==> src/rtl/enc_rd_pkg.sv <==
// Package: shared types for the encoder frame reader.
// Assumes: nothing beyond IEEE 1800-2017.
package enc_rd_pkg;

    // Reader sequencing states
    typedef enum logic [2:0] {
        ST_IDLE  = 3'd0,
        ST_SETUP = 3'd1,
        ST_LOW   = 3'd2,
        ST_HIGH  = 3'd3,
        ST_DONE  = 3'd4
    } rd_state_t;

endpackage

==> src/rtl/enc_rd_shift.sv <==
// Module: serial-in shift register that gathers the whole frame, newest bit
// at bit 0. Assumes: en_i pulses once per received bit; earlier content is
// overwritten in full by each frame.
module enc_rd_shift #(
    parameter int W = 35
) (
    input  logic         clk,
    input  logic         rst_n,
    input  logic         en_i,
    input  logic         bit_i,
    output logic [W-1:0] data_o
);

    // Shift in one sampled bit per enable
    always_ff @(posedge clk) begin
        if (!rst_n) begin
            data_o <= '0;
        end else if (en_i) begin
            data_o <= {data_o[W-2:0], bit_i};
        end
    end

endmodule

==> src/rtl/enc_rd_crc.sv <==
// Module: bit-serial CRC accumulator, MSB first, with zero start value.
// Assumes: clr_i is held while idle; en_i pulses once per payload bit.
module enc_rd_crc #(
    parameter int           W    = 6,
    parameter logic [W-1:0] POLY = 6'h03
) (
    input  logic         clk,
    input  logic         rst_n,
    input  logic         clr_i,
    input  logic         en_i,
    input  logic         bit_i,
    output logic [W-1:0] crc_o
);

    logic fb;
    assign fb = crc_o[W-1] ^ bit_i;

    // Update the remainder with one payload bit
    always_ff @(posedge clk) begin
        if (!rst_n || clr_i) begin
            crc_o <= '0;
        end else if (en_i) begin
            crc_o <= {crc_o[W-2:0], 1'b0} ^ (fb ? POLY : '0);
        end
    end

endmodule

==> src/rtl/enc_frame_reader.sv <==
// Module: master that reads one fixed-length absolute-encoder frame.
// It sends FRAME_LEN clock pulses with select held low and samples slo_i on
// each rising ma_o. It checks the trailing code, which arrives inverted, and
// keeps position and status only from good frames.
// Assumes: HALF_DIV >= 1; the encoder changes slo_i after a falling ma_o.
module enc_frame_reader #(
    parameter int                STAT_W   = 2,
    parameter int                POS_W    = 26,
    parameter int                CRC_W    = 6,
    parameter logic [CRC_W-1:0]  CRC_POLY = 6'h03,
    parameter int                HALF_DIV = 2,
    parameter int                IDLE_CYC = 8
) (
    input  logic              clk,
    input  logic              rst_n,
    input  logic              start_i,
    input  logic              slo_i,
    output logic              cs_n_o,
    output logic              ma_o,
    output logic              done_o,
    output logic [POS_W-1:0]  pos_o,
    output logic [STAT_W-1:0] stat_o,
    output logic              crc_ok_o,
    output logic              frame_err_o
);
    import enc_rd_pkg::*;

    localparam int PAY_W     = STAT_W + POS_W;
    localparam int FRAME_LEN = 1 + PAY_W + CRC_W;
    localparam int CNT_W     = $clog2(FRAME_LEN + 1);
    localparam int HC_W      = $clog2(HALF_DIV + 1);
    localparam int GD_W      = $clog2(IDLE_CYC + 1);

    rd_state_t            state, nxt;
    logic [HC_W-1:0]      hcnt;
    logic [CNT_W-1:0]     bit_cnt;
    logic [GD_W-1:0]      guard;
    logic                 hcnt_last, sample, crc_en, crc_clr;
    logic [FRAME_LEN-1:0] frame_q;
    logic [CRC_W-1:0]     crc_calc, rx_crc;
    logic                 start_bit, crc_match;

    assign hcnt_last = (hcnt == HC_W'(HALF_DIV - 1));
    assign sample    = (state == ST_LOW) && hcnt_last;
    assign crc_en    = sample && (bit_cnt != '0) && (bit_cnt <= CNT_W'(PAY_W));
    assign crc_clr   = (state == ST_IDLE);
    assign start_bit = frame_q[FRAME_LEN-1];
    assign rx_crc    = frame_q[CRC_W-1:0];
    assign crc_match = (crc_calc == ~rx_crc);

    // Next-state decode for the frame sequence
    always_comb begin
        nxt = state;
        case (state)
            ST_IDLE:  if (start_i && guard == '0) nxt = ST_SETUP;
            ST_SETUP: if (hcnt_last) nxt = ST_LOW;
            ST_LOW:   if (hcnt_last) nxt = ST_HIGH;
            ST_HIGH:  if (hcnt_last)
                          nxt = (bit_cnt == CNT_W'(FRAME_LEN)) ? ST_DONE : ST_LOW;
            ST_DONE:  nxt = ST_IDLE;
            default:  nxt = ST_IDLE;
        endcase
    end

    // State, phase counter and bit counter
    always_ff @(posedge clk) begin
        if (!rst_n) begin
            state   <= ST_IDLE;
            hcnt    <= '0;
            bit_cnt <= '0;
        end else begin
            state   <= nxt;
            hcnt    <= (state == ST_IDLE || state != nxt) ? '0 : hcnt + 1'b1;
            if (state == ST_IDLE)
                bit_cnt <= '0;
            else if (sample)
                bit_cnt <= bit_cnt + 1'b1;
        end
    end

    // Idle guard after each frame
    always_ff @(posedge clk) begin
        if (!rst_n)
            guard <= '0;
        else if (state == ST_DONE)
            guard <= GD_W'(IDLE_CYC);
        else if (state == ST_IDLE && guard != '0)
            guard <= guard - 1'b1;
    end

    // Registered link pins derived from the next state
    always_ff @(posedge clk) begin
        if (!rst_n) begin
            cs_n_o <= 1'b1;
            ma_o   <= 1'b1;
        end else begin
            cs_n_o <= (nxt == ST_IDLE) || (nxt == ST_DONE);
            ma_o   <= (nxt != ST_LOW);
        end
    end

    // Result latch: flags every frame, data only from good frames
    always_ff @(posedge clk) begin
        if (!rst_n) begin
            done_o      <= 1'b0;
            crc_ok_o    <= 1'b0;
            frame_err_o <= 1'b0;
            pos_o       <= '0;
            stat_o      <= '0;
        end else begin
            done_o <= (nxt == ST_DONE);
            if (nxt == ST_DONE) begin
                crc_ok_o    <= crc_match;
                frame_err_o <= !start_bit;
                if (crc_match && start_bit) begin
                    pos_o  <= frame_q[CRC_W +: POS_W];
                    stat_o <= frame_q[CRC_W+POS_W +: STAT_W];
                end
            end
        end
    end

    enc_rd_shift #(.W(FRAME_LEN)) shift_i (
        .clk    (clk),
        .rst_n  (rst_n),
        .en_i   (sample),
        .bit_i  (slo_i),
        .data_o (frame_q)
    );

    enc_rd_crc #(.W(CRC_W), .POLY(CRC_POLY)) crc_i (
        .clk    (clk),
        .rst_n  (rst_n),
        .clr_i  (crc_clr),
        .en_i   (crc_en),
        .bit_i  (slo_i),
        .crc_o  (crc_calc)
    );

    // clock idles high whenever select is released
    p_idle_clk_high_r1: assert property (@(posedge clk) disable iff (!rst_n)
        cs_n_o |-> ma_o);

    // select only falls after an observed request
    p_cs_after_start_r2: assert property (@(posedge clk) disable iff (!rst_n)
        $fell(cs_n_o) |-> $past(start_i));

    // a frame ends only after all pulses were counted
    p_pulse_count_r3: assert property (@(posedge clk) disable iff (!rst_n)
        $rose(done_o) |-> bit_cnt == CNT_W'(FRAME_LEN));

    // every capture coincides with a rising master clock
    p_sample_on_rise_r4: assert property (@(posedge clk) disable iff (!rst_n)
        sample |=> $rose(ma_o));

    // done is a single-cycle strobe with select released
    p_done_single_r7: assert property (@(posedge clk) disable iff (!rst_n)
        done_o |-> cs_n_o ##1 (!done_o && cs_n_o));

    // a rejected frame leaves the held position unchanged
    p_hold_on_bad_r8: assert property (@(posedge clk) disable iff (!rst_n)
        (done_o && (!crc_ok_o || frame_err_o)) |-> $stable(pos_o) && $stable(stat_o));

endmodule

==> config.mk <==
export PLATFORM = sky130hd
export DESIGN_NAME = enc_frame_reader
export DESIGN_NICKNAME = d
export VERILOG_FILES = /design/src/rtl/enc_rd_pkg.sv /design/src/rtl/enc_rd_shift.sv /design/src/rtl/enc_rd_crc.sv /design/src/rtl/enc_frame_reader.sv
export SDC_FILE = /design/constraint.sdc
export NUM_CORES = 1
export LEC_CHECK = 0
export BUFFER_PORTS_ARGS = -buffer_cell sky130_fd_sc_hd__buf_2
export CORE_MARGIN = 5
export CORE_UTILIZATION = 50
export CTS_BUF_LIST = sky130_fd_sc_hd__clkbuf_4 sky130_fd_sc_hd__clkbuf_8
export DETAILED_ROUTE_END_ITERATION = 10
export PLACE_DENSITY = 0.69
export SYNTH_ARGS = -nofsm -noshare
export SYNTH_HDL_FRONTEND = slang
export SYNTH_SLANG_ARGS = --single-unit
==> constraint.sdc <==
create_clock -name clk -period 5.75 [get_ports clk]
set_clock_uncertainty 0.1 [all_clocks]
set_input_delay 0.8625 -clock clk [delete_from_list [all_inputs] [get_ports clk]]
set_output_delay 0.8625 -clock clk [all_outputs]
set_load 0.005 [all_outputs]
Word-level counts from Yosys, hierarchy flattened
Index checks and enable logic that the tools add are counted.
- memories: 0
- flip-flop bits (word level): 89
- ROM bits: 0
- output and inout port bits: 33
- RAM bits: 0
- latch bits: 0
- bits of input ports: 4
- word-level logic and storage cells: 62
- reduce and logical (&&, ||, !) cells: 21
- eq/ne operators: 10
- muxes and demuxes: 9
- shifts and indexed selects: 0
- add/subtract/negate cells: 3
- bitwise operators: 4
- $mul: 0
- $lt $le $gt $ge: 1
- div/mod/pow operators: 0
- operator list (kind ; count):
    3-bit two-way mux ; 5
    3-bit case mux with 4 select lines ; 1
    4-bit two-way mux ; 2
    6-bit by 1-bit adder with 6-bit output, second input constant ; 1
    3-bit by 2-bit equality test with 1-bit output, second input constant ; 2
    3-bit equality test, second input constant ; 2
    6-bit equality test ; 1
    6-bit equality test, second input constant ; 1
    6-bit by 5-bit <= comparator with 1-bit output, second input constant ; 1
    1-bit logical AND ; 6
    3-bit logical NOT ; 2
    6-bit inverter ; 1
    6-bit nonzero test ; 1
    2-bit OR reduction ; 3
    6-bit XOR ; 1
    4-bit logical NOT ; 1
    4-bit nonzero test ; 1
    4-bit by 1-bit subtractor with 4-bit output, second input constant ; 1
    3-bit by 1-bit equality test with 1-bit output, second input constant ; 1
    1-bit logical OR ; 3
    3-bit by 2-bit != test with 1-bit output, second input constant ; 1
    3-bit != test ; 1
    2-bit by 1-bit adder with 2-bit output, second input constant ; 1
    2-bit by 1-bit equality test with 1-bit output, second input constant ; 1
    6 further kinds ; 7

Depth between registers and ports, before layout
- word-level depth: 7
- mapped depth: 8
- mapped depth without buffers: 6

By module
Synthesis repeated with hierarchy kept, for this count alone.
- cells, all modules: 364
- area total of the unflattened synthesis: 3713.6 um^2
- modules (own cells, without submodules) (module ; cells an instance ; times used ; seq. area each (um^2) ; area each (um^2)):
    enc_frame_reader ; 227 ; 1 ; 960.9 ; 2089.5
    enc_rd_shift ; 112 ; 1 ; 700.7 ; 1352.5
    enc_rd_crc ; 25 ; 1 ; 120.1 ; 271.5

Worst setup path after synthesis
Ideal clock, no wire load.
- path type: input to register
- from: input rst_n
- to: register pos_o[1]
- stages: 5
- data arrival time: 1849 ps
- setup time: 72 ps
- path buffers: 3
- required time: 5578 ps
- slack: 3729 ps
- cells stage by stage: clkbuf_1 > buf_1 > clkbuf_1 > nand2_1 > mux2i_1
- RTL lines (item ; RTL line ; RTL):
    start: declaration ; enc_frame_reader.sv:15 ; input logic rst_n,
    end signal: assignment ; enc_frame_reader.sv:116 ; pos_o <= frame_q[CRC_W +: POS_W];
    end: declaration ; enc_frame_reader.sv:21 ; output logic [POS_W-1:0] pos_o,

Final worst setup path
- from: register hcnt[0]
- to: register crc_i.crc_o[5]
- longest elaborated chain between the ends: 4
- RTL lines (item ; RTL line ; RTL):
    start: declaration ; enc_frame_reader.sv:35 ; logic [HC_W-1:0] hcnt;
    start signal: assignment ; enc_frame_reader.sv:73 ; hcnt <= (state == ST_IDLE || state != nxt) ? '0 : hcnt + 1'b1;
    2-bit by 1-bit equality test with 1-bit output ; enc_frame_reader.sv:43 ; assign hcnt_last = (hcnt == HC_W'(HALF_DIV - 1));
    1-bit logical AND ; enc_frame_reader.sv:44 ; assign sample = (state == ST_LOW) && hcnt_last;
    1-bit logical AND (2 in series) ; enc_frame_reader.sv:45 ; assign crc_en = sample && (bit_cnt != '0) && (bit_cnt <= CNT_W'(PAY_W));
    end signal: assignment ; enc_rd_crc.sv:23 ; crc_o <= {crc_o[W-2:0], 1'b0} ^ (fb ? POLY : '0);
    end: declaration ; enc_rd_crc.sv:12 ; output logic [W-1:0] crc_o
No other way between the ends.
A chain may end at the register's enable or synchronous reset.

==> flow_summary.yaml <==
status:
  status: "completed"
finish:
  diodes: 0
  area_growth_pct: 10.26
  nFillCells: 657
  nNetsFinal: 440
  fin_util_pct: 56.28
  final_common_cell: "nand2_1"
  layout-drive-gt1-share_pct: 14.22
  fin_area_um2: 4060
  final_cell_mix: "136 x nand2_1, 89 x dfxtp_1, 36 x a21boi_0, 36 x buf_2, 33 x mux2i_1"
  multi_input_area_um2: 1745
  regArea_um2: 1782
timing:
  fin_crit_sh_pct: 42.89
  fin_crit_ns: 2.466
  slew_headroom_pct: 42.60
  max_freq_ghz: 0.4055
  finalHoldViolations: 0
  setup_tns_ns: 0
  drv_slew: 0
  rsz0062_at_grt: "no"
  setup_slack_ns: 3.284
  finalSetupViolations: 0
  tightest_slew_ns: 0.8610
yosys:
  synth_area_per_cell_um2: 9.047
  synth.cell_area_um2: 3682
  yosysSeqAreaShare_pct: 48.39
  ys_warn_count: 0
  yosysUniqueCellTypes: 41
  synth.ff_latch_count: 89
  syn-num-nets: 416
  synthCells: 407
routing:
  first_pass_iters: 4
  wirelength_mm: 6.303
  drtIter0Drc: 111
  antenna_left: 0
  routed-via-count: 2634
  avgViaCountPerCell: 4.923
  drc_errors: 0
  wl_per_cell_um: 11.78
die:
  ios: 37
  start_util_pct: 51.04
  coreArea_um2: 7214
  die-area_um2: 9181
  die_h_um: 95.82
  die_w_um: 95.82
  num_rows: 31
grt:
  grt_pass1_wl_mm: 10.61
  gr-total-overflow: 0
  grt_busiest_layer: "met2"
  grt_max_degree: 54
  grtUsageMet3_pct: 3.440
  grtUsageMet1_pct: 19.98
  track_usage_pct: 14.64
  grt_pass1_vias: 2333
  antenna_found_initial: 0
  use_met2_pct: 21.89
clock_network:
  htreeDepth: 3
  clockRootBuffer: "clkbuf_8"
  cts_buffers: 9
  holdBufCountCts: 0
  cts.sink_count: 89
  cts_tree: "yes"
  postCtsSetupRepairBufs: 0
  cts_resized: 0
  path_clk_slew_ns: 0.09
  clk_path_buf_depth: 2
  clock_latency_ns: 0.35
critical_path:
  startpoint_type: "flop"
  required_ns: 5.87
  timing.rr.start: "hcnt[0]$_SDFF_PP0_"
  crit_path_end_kind: "flop"
  path_max_fanout: 39
  setup.worst_path.class: "reg -> reg"
  arrival_ns: 2.59
  startpoint: "hcnt[0]$_SDFF_PP0_"
place:
  gp_congestion: 0.8013
  dp_hpwl_mm: 4.066
  dpl_cell_area_um2: 3872
  post-place-ws_ns: 3.243
  io_buffers: 36
power_and_ir_drop:
  cellLeakagePower_nw: 1.448
  totalPowerFinal_mw: 1.202
  peakVddDrop_v: 0.0001253
  power.density_nw_per_um2: 296.0
flow_run:
  max_cap_violations: 0
min_path:
  hp-class: "reg -> reg"
  min_from: "hcnt[0]$_SDFF_PP0_"
==> kinds of logic after synthesis <==
kind of cell | share of synthesized area (%)
muxes | 8.971
DFF | 48.39
buffers and inverters | 4.451
AOI/OAI and AO/OA | 10.43
xor gates and xnor gates | 3.568
adders and majority gates | 1.699
and+or+nand+nor | 22.49
==> synthesized netlist by cell type (all sizes together) <==
| library cell | number | area, um2 |
|---|---|---|
| nand2 | 136 | 510.5 |
| dfxtp | 89 | 1782 |
| a21boi | 36 | 270.3 |
| mux2i | 33 | 330.3 |
| clkbuf | 15 | 56.30 |
| nor2 | 15 | 56.30 |
| buf | 10 | 81.32 |
| xor2 | 10 | 87.58 |
| inv | 7 | 26.28 |
| and2 | 5 | 31.28 |
| ha | 5 | 62.56 |
| nand3 | 5 | 25.02 |
| xnor2 | 5 | 43.79 |
| nand4 | 4 | 25.02 |
| nor4 | 4 | 31.28 |
| a21oi | 3 | 15.01 |
| nor3 | 3 | 26.28 |
| a211oi | 2 | 15.01 |
| and3 | 2 | 13.77 |
| and4b | 2 | 23.77 |
| nand2b | 2 | 12.51 |
| o211a | 2 | 20.02 |
| a2111oi | 1 | 27.53 |
| a221oi | 1 | 8.760 |
| a31oi | 1 | 6.260 |
| and4bb | 1 | 12.51 |
| nand4bb | 1 | 27.53 |
| nor2b | 1 | 6.260 |
| nor4bb | 1 | 10.01 |
| o21a | 1 | 7.510 |
| o21ai | 1 | 5.000 |
| o311ai | 1 | 8.760 |
| or3b | 1 | 8.760 |
| or4 | 1 | 7.510 |
==> per-layer routing <==
metal | part of all wire [%] | vias to the layer above
li1 | - | 1397
met1 | 50 | 1187
met2 | 45 | 45
met3 | 4.1 | 5
met4 | 1.1 | 0
met5 | 0 | -
==> critical path, stage by stage, from the launching register on <==
cell	delay, ns
dfxtp_1	0.34
ha_1	0.33
nand4bb_4	0.53
a2111oi_4	0.73
mux2i_1	0.25
nor2_1	0.06
==> final timing paths <==
| check | end | depth (start not counted) | slack [ns] |
|---|---|---|---|
| setup / recovery | crc_i.crc_o[5]$_SDFFE_PP0P_ | 5 | 3.28 |
| hold reg to reg | hcnt[0]$_SDFF_PP0_ | 1 | 0.34 |
| hold / removal | hcnt[0]$_SDFF_PP0_ | 1 | 0.34 |
| setup reg to reg | crc_i.crc_o[5]$_SDFFE_PP0P_ | 5 | 3.28 |
==> stage by stage <==
step	std cells	hold slack (ns)
6_report	535	0.3386
4_1_cts	535	0.3385
2_1_floorplan	407	0.3061
5_1_grt	535	0.3627
3_3_place_gp	519	0.3158
3_5_place_dp	519	0.3258
==> registers in the layout, summed over array words and instances, names as in the netlist <==
signal	cells
cs_n_o	1
stat_o	2
ma_o	1
frame_err_o	1
crc_i.crc_o	6
guard	4
shift_i.data_o	35
done_o	1
bit_cnt	6
hcnt	2
crc_ok_o	1
state	3
pos_o	26
==> area by class of cell <==
cell class / instances / share of cell area [%]
clock buffer: 10 / 3.390
clock inverter: 6 / 1.233
inverter: 7 / 0.6472
multi-input combinational: 286 / 42.99
sequential: 89 / 43.88
tap: 99 / 3.051
timing repair buffer: 38 / 4.807
==> power breakdown <==
part | switching, mW | internal (mW)
registers | 0.0202 | 0.639
clock network | 0.224 | 0.173
logic | 0.0791 | 0.0659
(Power assumes the default switching activity.)
